===== src/rtl/bootmap_pkg.sv =====
package bootmap_pkg;
  // Strobes from the control unit to the register datapath
  typedef struct packed {
    logic mapWr;   // write to the mapping register this edge
    logic optWr;   // write to the option register this edge
    logic protOk;  // protected contents may be written this edge
  } ctlStrobe_t;
endpackage


===== src/rtl/bootmap_ctrl.sv =====
module bootmap_ctrl
  import bootmap_pkg::*;
#(
  parameter int ADDR_W     = 16,
  parameter int PAGE_BITS  = 12,
  parameter int RAM_BYTES  = 256,
  parameter int REG_BYTES  = 64,
  parameter int WIN_CYCLES = 64,
  parameter int MAP_OFS    = 'h3D,
  parameter int OPT_OFS    = 'h39,
  localparam int NIB_W  = ADDR_W - PAGE_BITS,
  localparam int REG_AW = $clog2(REG_BYTES),
  localparam int RAM_AW = $clog2(RAM_BYTES)
) (
  input  logic              clk,
  input  logic              rstN,
  input  logic              eClkEn,
  input  logic              specialMode,
  input  logic [ADDR_W-1:0] addr,
  input  logic              wrEn,
  input  logic [NIB_W-1:0]  ramNib,
  input  logic [NIB_W-1:0]  regNib,
  output logic              ramSel,
  output logic              regSel,
  output logic [REG_AW-1:0] regOfs,
  output ctlStrobe_t        strb
);
  localparam int CNT_W = $clog2(WIN_CYCLES + 1);

  logic [CNT_W-1:0] winCnt;
  logic             locked;
  logic             windowOpen;
  logic             ramHit;
  logic             busWr;
  logic [NIB_W-1:0] pageNib;

  assign pageNib = addr[ADDR_W-1:PAGE_BITS];
  assign regOfs  = addr[REG_AW-1:0];

  // Address decode. The register block has priority over RAM.
  always_comb begin
    regSel = (pageNib == regNib) && (addr[PAGE_BITS-1:REG_AW] == '0);
    ramHit = (pageNib == ramNib) && (addr[PAGE_BITS-1:RAM_AW] == '0);
    ramSel = ramHit && !regSel;
  end

  assign windowOpen = !locked && (winCnt < CNT_W'(WIN_CYCLES));
  assign busWr      = wrEn && eClkEn && regSel;

  always_comb begin
    strb.mapWr  = busWr && (regOfs == REG_AW'(MAP_OFS));
    strb.optWr  = busWr && (regOfs == REG_AW'(OPT_OFS));
    strb.protOk = specialMode || windowOpen;
  end

  // E-cycle counter. It saturates at the window length and restarts only on reset.
  always_ff @(posedge clk or negedge rstN) begin
    if (!rstN) begin
      winCnt <= '0;
    end else if (eClkEn && (winCnt < CNT_W'(WIN_CYCLES))) begin
      winCnt <= winCnt + 1'b1;
    end
  end

  // Lock flag. The first protected write in normal mode closes the window.
  always_ff @(posedge clk or negedge rstN) begin
    if (!rstN) begin
      locked <= 1'b0;
    end else if (!specialMode && (strb.mapWr || strb.optWr)) begin
      locked <= 1'b1;
    end
  end

  assert_cnt_bound_R6: assert property (@(posedge clk) disable iff (!rstN)
    winCnt <= CNT_W'(WIN_CYCLES));

  assert_lock_sticky_R5: assert property (@(posedge clk) disable iff (!rstN)
    locked |=> locked);

  // an accepted protected write in normal mode shuts the window for both registers
  assert_window_close_R8: assert property (@(posedge clk) disable iff (!rstN)
    (!specialMode && (strb.mapWr || strb.optWr) && strb.protOk)
      |=> (specialMode || !strb.protOk));
endmodule


===== src/rtl/bootmap_dp.sv =====
module bootmap_dp
  import bootmap_pkg::*;
#(
  parameter int DATA_W     = 8,
  parameter int REG_AW     = 6,
  parameter int MAP_OFS    = 'h3D,
  parameter int OPT_OFS    = 'h39,
  parameter logic [DATA_W-1:0] MAP_RESET = 8'h01,
  parameter logic [DATA_W-1:0] OPT_RESET = 8'h10,
  parameter logic [DATA_W-1:0] PROT_MASK = 8'h2B,
  parameter logic [DATA_W-1:0] FREE_MASK = 8'hD0
) (
  input  logic              clk,
  input  logic              rstN,
  input  ctlStrobe_t        strb,
  input  logic [DATA_W-1:0] wrData,
  input  logic              rdEn,
  input  logic              regSel,
  input  logic [REG_AW-1:0] regOfs,
  output logic [DATA_W-1:0] mapQ,
  output logic [DATA_W-1:0] optQ,
  output logic [DATA_W-1:0] rdData
);
  logic [DATA_W-1:0] optNext;

  // Per-bit option update: free bits always, protected bits only when allowed
  always_comb begin
    for (int b = 0; b < DATA_W; b++) begin
      if (FREE_MASK[b])                    optNext[b] = wrData[b];
      else if (PROT_MASK[b] && strb.protOk) optNext[b] = wrData[b];
      else if (PROT_MASK[b])               optNext[b] = optQ[b];
      else                                 optNext[b] = 1'b0;
    end
  end

  always_ff @(posedge clk or negedge rstN) begin
    if (!rstN) begin
      mapQ <= MAP_RESET;
    end else if (strb.mapWr && strb.protOk) begin
      mapQ <= wrData;
    end
  end

  always_ff @(posedge clk or negedge rstN) begin
    if (!rstN) begin
      optQ <= OPT_RESET;
    end else if (strb.optWr) begin
      optQ <= optNext;
    end
  end

  always_comb begin
    rdData = '0;
    if (rdEn && regSel) begin
      if (regOfs == REG_AW'(MAP_OFS))      rdData = mapQ;
      else if (regOfs == REG_AW'(OPT_OFS)) rdData = optQ;
    end
  end

  assert_map_hold_R5: assert property (@(posedge clk) disable iff (!rstN)
    !strb.protOk |=> $stable(mapQ));

  assert_opt_prot_hold_R8: assert property (@(posedge clk) disable iff (!rstN)
    !strb.protOk |=> $stable(optQ & PROT_MASK));
endmodule


===== src/rtl/bootmap_regs.sv =====
module bootmap_regs
  import bootmap_pkg::*;
#(
  parameter int ADDR_W     = 16,
  parameter int DATA_W     = 8,
  parameter int PAGE_BITS  = 12,
  parameter int RAM_BYTES  = 256,
  parameter int REG_BYTES  = 64,
  parameter int WIN_CYCLES = 64,
  parameter int MAP_OFS    = 'h3D,
  parameter int OPT_OFS    = 'h39
) (
  input  logic              clk,
  input  logic              rstN,
  input  logic              eClkEn,
  input  logic              specialMode,
  input  logic [ADDR_W-1:0] addr,
  input  logic [DATA_W-1:0] wrData,
  input  logic              wrEn,
  input  logic              rdEn,
  output logic [DATA_W-1:0] rdData,
  output logic              ramSel,
  output logic              regSel,
  output logic [DATA_W-1:0] mapVal,
  output logic [DATA_W-1:0] optVal
);
  localparam int NIB_W  = DATA_W / 2;
  localparam int REG_AW = $clog2(REG_BYTES);

  ctlStrobe_t        strb;
  logic [REG_AW-1:0] regOfs;

  bootmap_ctrl #(
    .ADDR_W(ADDR_W), .PAGE_BITS(PAGE_BITS), .RAM_BYTES(RAM_BYTES),
    .REG_BYTES(REG_BYTES), .WIN_CYCLES(WIN_CYCLES),
    .MAP_OFS(MAP_OFS), .OPT_OFS(OPT_OFS)
  ) ctrl_i (
    .clk(clk), .rstN(rstN), .eClkEn(eClkEn), .specialMode(specialMode),
    .addr(addr), .wrEn(wrEn),
    .ramNib(mapVal[DATA_W-1:NIB_W]), .regNib(mapVal[NIB_W-1:0]),
    .ramSel(ramSel), .regSel(regSel), .regOfs(regOfs), .strb(strb)
  );

  bootmap_dp #(
    .DATA_W(DATA_W), .REG_AW(REG_AW), .MAP_OFS(MAP_OFS), .OPT_OFS(OPT_OFS)
  ) dp_i (
    .clk(clk), .rstN(rstN), .strb(strb), .wrData(wrData), .rdEn(rdEn),
    .regSel(regSel), .regOfs(regOfs),
    .mapQ(mapVal), .optQ(optVal), .rdData(rdData)
  );
endmodule


===== config.mk =====
export PLATFORM = sky130hd
export DESIGN_NAME = bootmap_regs
export DESIGN_NICKNAME = d
export VERILOG_FILES = /design/src/rtl/bootmap_pkg.sv /design/src/rtl/bootmap_ctrl.sv /design/src/rtl/bootmap_dp.sv /design/src/rtl/bootmap_regs.sv
export SDC_FILE = /design/constraint.sdc
export NUM_CORES = 1
export LEC_CHECK = 0
export CORE_ASPECT_RATIO = 1.1
export CORE_MARGIN = 3
export CORE_UTILIZATION = 40
export CTS_CLUSTER_DIAMETER = 120
export DETAILED_ROUTE_END_ITERATION = 10
export MAX_ROUTING_LAYER = met4
export PLACE_DENSITY = 0.77
export RECOVER_POWER = 50
export REMOVE_ABC_BUFFERS = 1
export SYNTH_ARGS = -nofsm -noshare
export SYNTH_HDL_FRONTEND = slang
export SYNTH_HIERARCHICAL = 1
export SYNTH_SLANG_ARGS = --single-unit

===== constraint.sdc =====
create_clock -name clk -period 2.5 [get_ports clk]
set_input_delay 0.75 -clock clk [delete_from_list [all_inputs] [get_ports clk]]
set_output_delay 0.75 -clock clk [all_outputs]
set_load 0.01 [all_outputs]

After elaboration in Yosys (flattened, before gate mapping)
Cells that the tools add are included.
Word-level totals
  flip-flop bits (word level): 23
  input port bits: 30
  output and inout bits: 26
  word-level logic and storage cells: 34
Cells by class
  add/sub/neg operators: 1
  order comparisons: 1
  equal/unequal tests: 4
  mux-type cells: 3
  reductions and logical operators: 20
Operator list (count)
  8-bit two-way mux: 3
  6-bit == test, second input constant: 2
  1-bit logical AND: 12
  4-bit == test: 2
  7-bit by 1-bit adder with 7-bit output, second input constant: 1
  7-bit < comparator, second input constant: 1
  6-bit zero test: 1
  4-bit zero test: 1
  1-bit zero test: 3
  1-bit logical OR: 2
  2-bit AND reduction: 1

Longest topological paths before layout
  depth after elaboration: 6
  mapped depth: 5

Hierarchy
Netlist, hierarchy kept.
By module, submodules not included
  bootmap_dp: times used 1, cells each 53, area an instance 726.9 um^2
  bootmap_ctrl: times used 1, cells each 55, area an instance 563.0 um^2

Least setup slack after synthesis
No wires, ideal clock.
  path type: input -> output
  start: input addr[9]
  end: output rdData[0]
  arrival: 2019 ps
  required time: 1750 ps
  slack: -269 ps
  stages on the path: 5
  buffers on the path: 0
  cell sequence: nor4_4 nand4_2 nor2_1 nand4b_2 nor3_1
On the way
  cells in the longest elaborated chain, start to end: 4
RTL lines
  start, declared: line bootmap_regs.sv:17  | input logic [ADDR_W-1:0] addr,
  6-bit zero test: line bootmap_ctrl.sv:42  | regSel = (pageNib == regNib) && (addr[PAGE_BITS-1:REG_AW] == '0);
  1-bit logical AND: line bootmap_ctrl.sv:42
  via regSel: line bootmap_regs.sv:23  | output logic regSel,
  1-bit logical AND: line bootmap_dp.sv:54  | if (rdEn && regSel) begin
  8-bit two-way mux: line bootmap_dp.sv:54
  end, declared: line bootmap_regs.sv:21  | output logic [DATA_W-1:0] rdData,
The timed path passes the listed nets, and every way through them passes these cells.

Worst setup path after layout
  start: input addr[8]
  end: output rdData[4]
On the way
  cells in the longest elaborated chain, start to end: 4
RTL lines (line)
  6-bit zero test: bootmap_ctrl.sv:42
  1-bit logical AND: bootmap_ctrl.sv:42
  1-bit logical AND: bootmap_dp.sv:54
  8-bit two-way mux: bootmap_dp.sv:54
Every way passes these cells.

==> run metrics <==
Clock Latency Late Sink=0.30 ns; CTS sink count=23; R2R depth=8; power consumption=0.851 mW; CTS clk-pin slew, worst paths=0.12 ns; crit path kind=input port to output port; H-tree depth=1; core area=3070 um2; clk buf depth=2; Leak=1.01 nW; fin crit share=1.13; crit path cell chain=buf_6 -> nor4_4 -> nand4_2 -> nor2_4 -> nand4b_4 -> buf_12 -> nor3_2 -> buf_2; setup TNS=-2.97 ns; mux contribution to synthesized area=0.206; Mapped Area=1290 um2; number of synthesized flops with an enable pin=0; CTS tree=done; Netlist cell types=29; crit-path max FO=6; Hold Crit Class=flop to flop; hpwl dp=2560 um; Syn Inst Count=108; worst flop-to-flop path endpoint=dp_i/optQ[0]; Hold Path Stages=1; WP data required=1.75 ns; Final #Nets=219; DRC=0; final setup margin=-0.326 ns; layout cells sized above 1=0.449; Slowest cell on crit path=nor4_4; FF-to-FF setup slack=0.37 ns; commonest non-fill, non-tap cell in the layout=clkdlybuf4s50_1; max-slew violation count=0; most frequent cells in the layout=clkdlybuf4s50_1, dfrtp_1, buf_4, mux2_2, buf_6; Critical R2R Launch=dp_i/mapQ[3]; Post-Route WL=3880 um; # IOs=56; Root Driver=clkbuf_4; ys async rst share=1.00; Achievable Freq=354 MHz; GRT overflow=0; pin count of the biggest net entering global routing=24; status=complete, but fails checks; CP max stage delay=0.31 ns; final setup fails=10; TritonCTS Buffers=3; Die Width=60.1 um; Initial DRT Pass Iterations=4; synth top area cells=dfrtp_1, mux2_2, mux2i_1; first-pass GRT wire length=6100 um; Routed Antenna Nets=0; Initial Utilization=0.420; largest family of logic cells by synthesized area=multiplexers; Pwr Density=397 nW/um2; First DRT Iteration DRCs=47; fin crit period=2.83 ns; RD Place Congestion=0.816; CP Capture Type=output port; post-synthesis adder-cell area fraction=0.00970; vias in the first global route=1281; hold endpoint=ctrl_i/winCnt[5]; Total GRT Usage=0.213; Synth warnings=6; ys flop type=dfrtp_1; violated checks=setup timing; Slew @ Worst Pin=1.21 ns; port bufs=54; Ant. Diodes=0; maximum vdd drop=389 uV; area leader, netlist=dfrtp_1; initial antenna violation count=0; Worst EP arrival=2.08 ns; simple-gate share of the synthesized area=0.168; Synth Area per Inst=11.9 um2; Yosys top cell area share=0.407; critical hold path startpoint=ctrl_i/winCnt[5]; part of the Yosys area used for sequential elements=0.448; DR WL/cell=17.6 um; relative slew slack=0.193; row count=21; drt via density=5.18; area fraction in compound gates after synthesis=0.0252; Die Height=65.6 um; Core Util, Final=0.697; Vias=1145; DIE AREA=3940 um2; Synth Register Bits=23; Area Overhead vs Synth=66.1%; Hold Vio Cnt, Final=0; startpoint types=input port; xor and xnor fraction of the mapped netlist area=0.0883; max cap viols=0; RSZ-0062 raised after global routing=true; Final Skew=0.000909 ns
## worst max path at each step
| stage | startpoint | slack [ns] | cells past startpoint | endpoint |
|---|---|---|---|---|
| final | addr[8] | -0.33 | 8 | rdData[4] |
| after CTS | addr[10] | -0.30 | 8 | rdData[5] |
| after floorplan | addr[9] | -0.27 | 5 | rdData[0] |
| after global placement | addr[9] | -1.21 | 7 | rdData[4] |
| after detailed placement | addr[9] | -1.28 | 7 | rdData[5] |
| after global routing | addr[8] | -0.41 | 8 | rdData[5] |
## logic make-up after synthesis
kind of cell / after synthesis
other cells: 1
simple gates: 33
fa+ha+maj: 1
buf+inv: 10
compound gates: 4
flops: 23
xor+xnor: 13
mux: 23
## repair_timing
item / 4_1_cts / 5_1_grt
pin swaps: 16 / 6
buffers inserted: 10 / 3
hold buffers: 0 / 0
endpoints found under the setup margin: 12 / 10
gates resized for setup: 88 / 6
## metrics by stage
step                      hold slack (ns)  setup slack (ns)  area [um2]  cells
after floorplan                     0.444            -0.269        1230     99
after global placement              0.466             -1.21        1970    207
after detailed placement            0.467             -1.28        1970    207
after CTS                           0.498            -0.300        2130    219
after global routing                0.518            -0.409        2140    221
final                               0.497            -0.326        2140    221
## state kept, by name, indices dropped and copies added, names as in the netlist
register       cells
dp_i/mapQ          8
ctrl_i/winCnt      7
dp_i/optQ          7
ctrl_i/locked      1
## cells in the mapped netlist, drive strengths merged, types with 2 or more instances
master and number:
nor3 8, nor2 2, xnor2 8, buf 8, o21bai 3, mux2i 7
xor2 5, nand4 5, nand4b 2, nor4 4, nand2 7, dfstp 2
dfrtp 21, mux2 16
## area by class of cell
class                   count  area, um2
clock buffers               4       26.3
fillers                   222        932
inverters                   1       3.75
multi-input cells          75        734
flip-flops and latches     23        578
well taps                  34       42.5
repair buffers             84        757
## where the power goes
group          internal (mW)  switching, mW
clock network         0.0621          0.104
registers              0.425         0.0526
logic                  0.121         0.0868
total                  0.608          0.243
## routing by layer
layer,up-vias,share of wire,global-route usage
met4,0,0.0088,0.0693
met1,556,0.37,0.232
met5,-,0,-
li1,540,-,-
met3,2,0.070,0.0432
met2,47,0.56,0.378
## worst max-delay path: cells and delay by family
kind	cells	cell delay [ns]
buf+inv	3	0.42
simple gates	5	0.90
(Power assumes the default switching activity.)
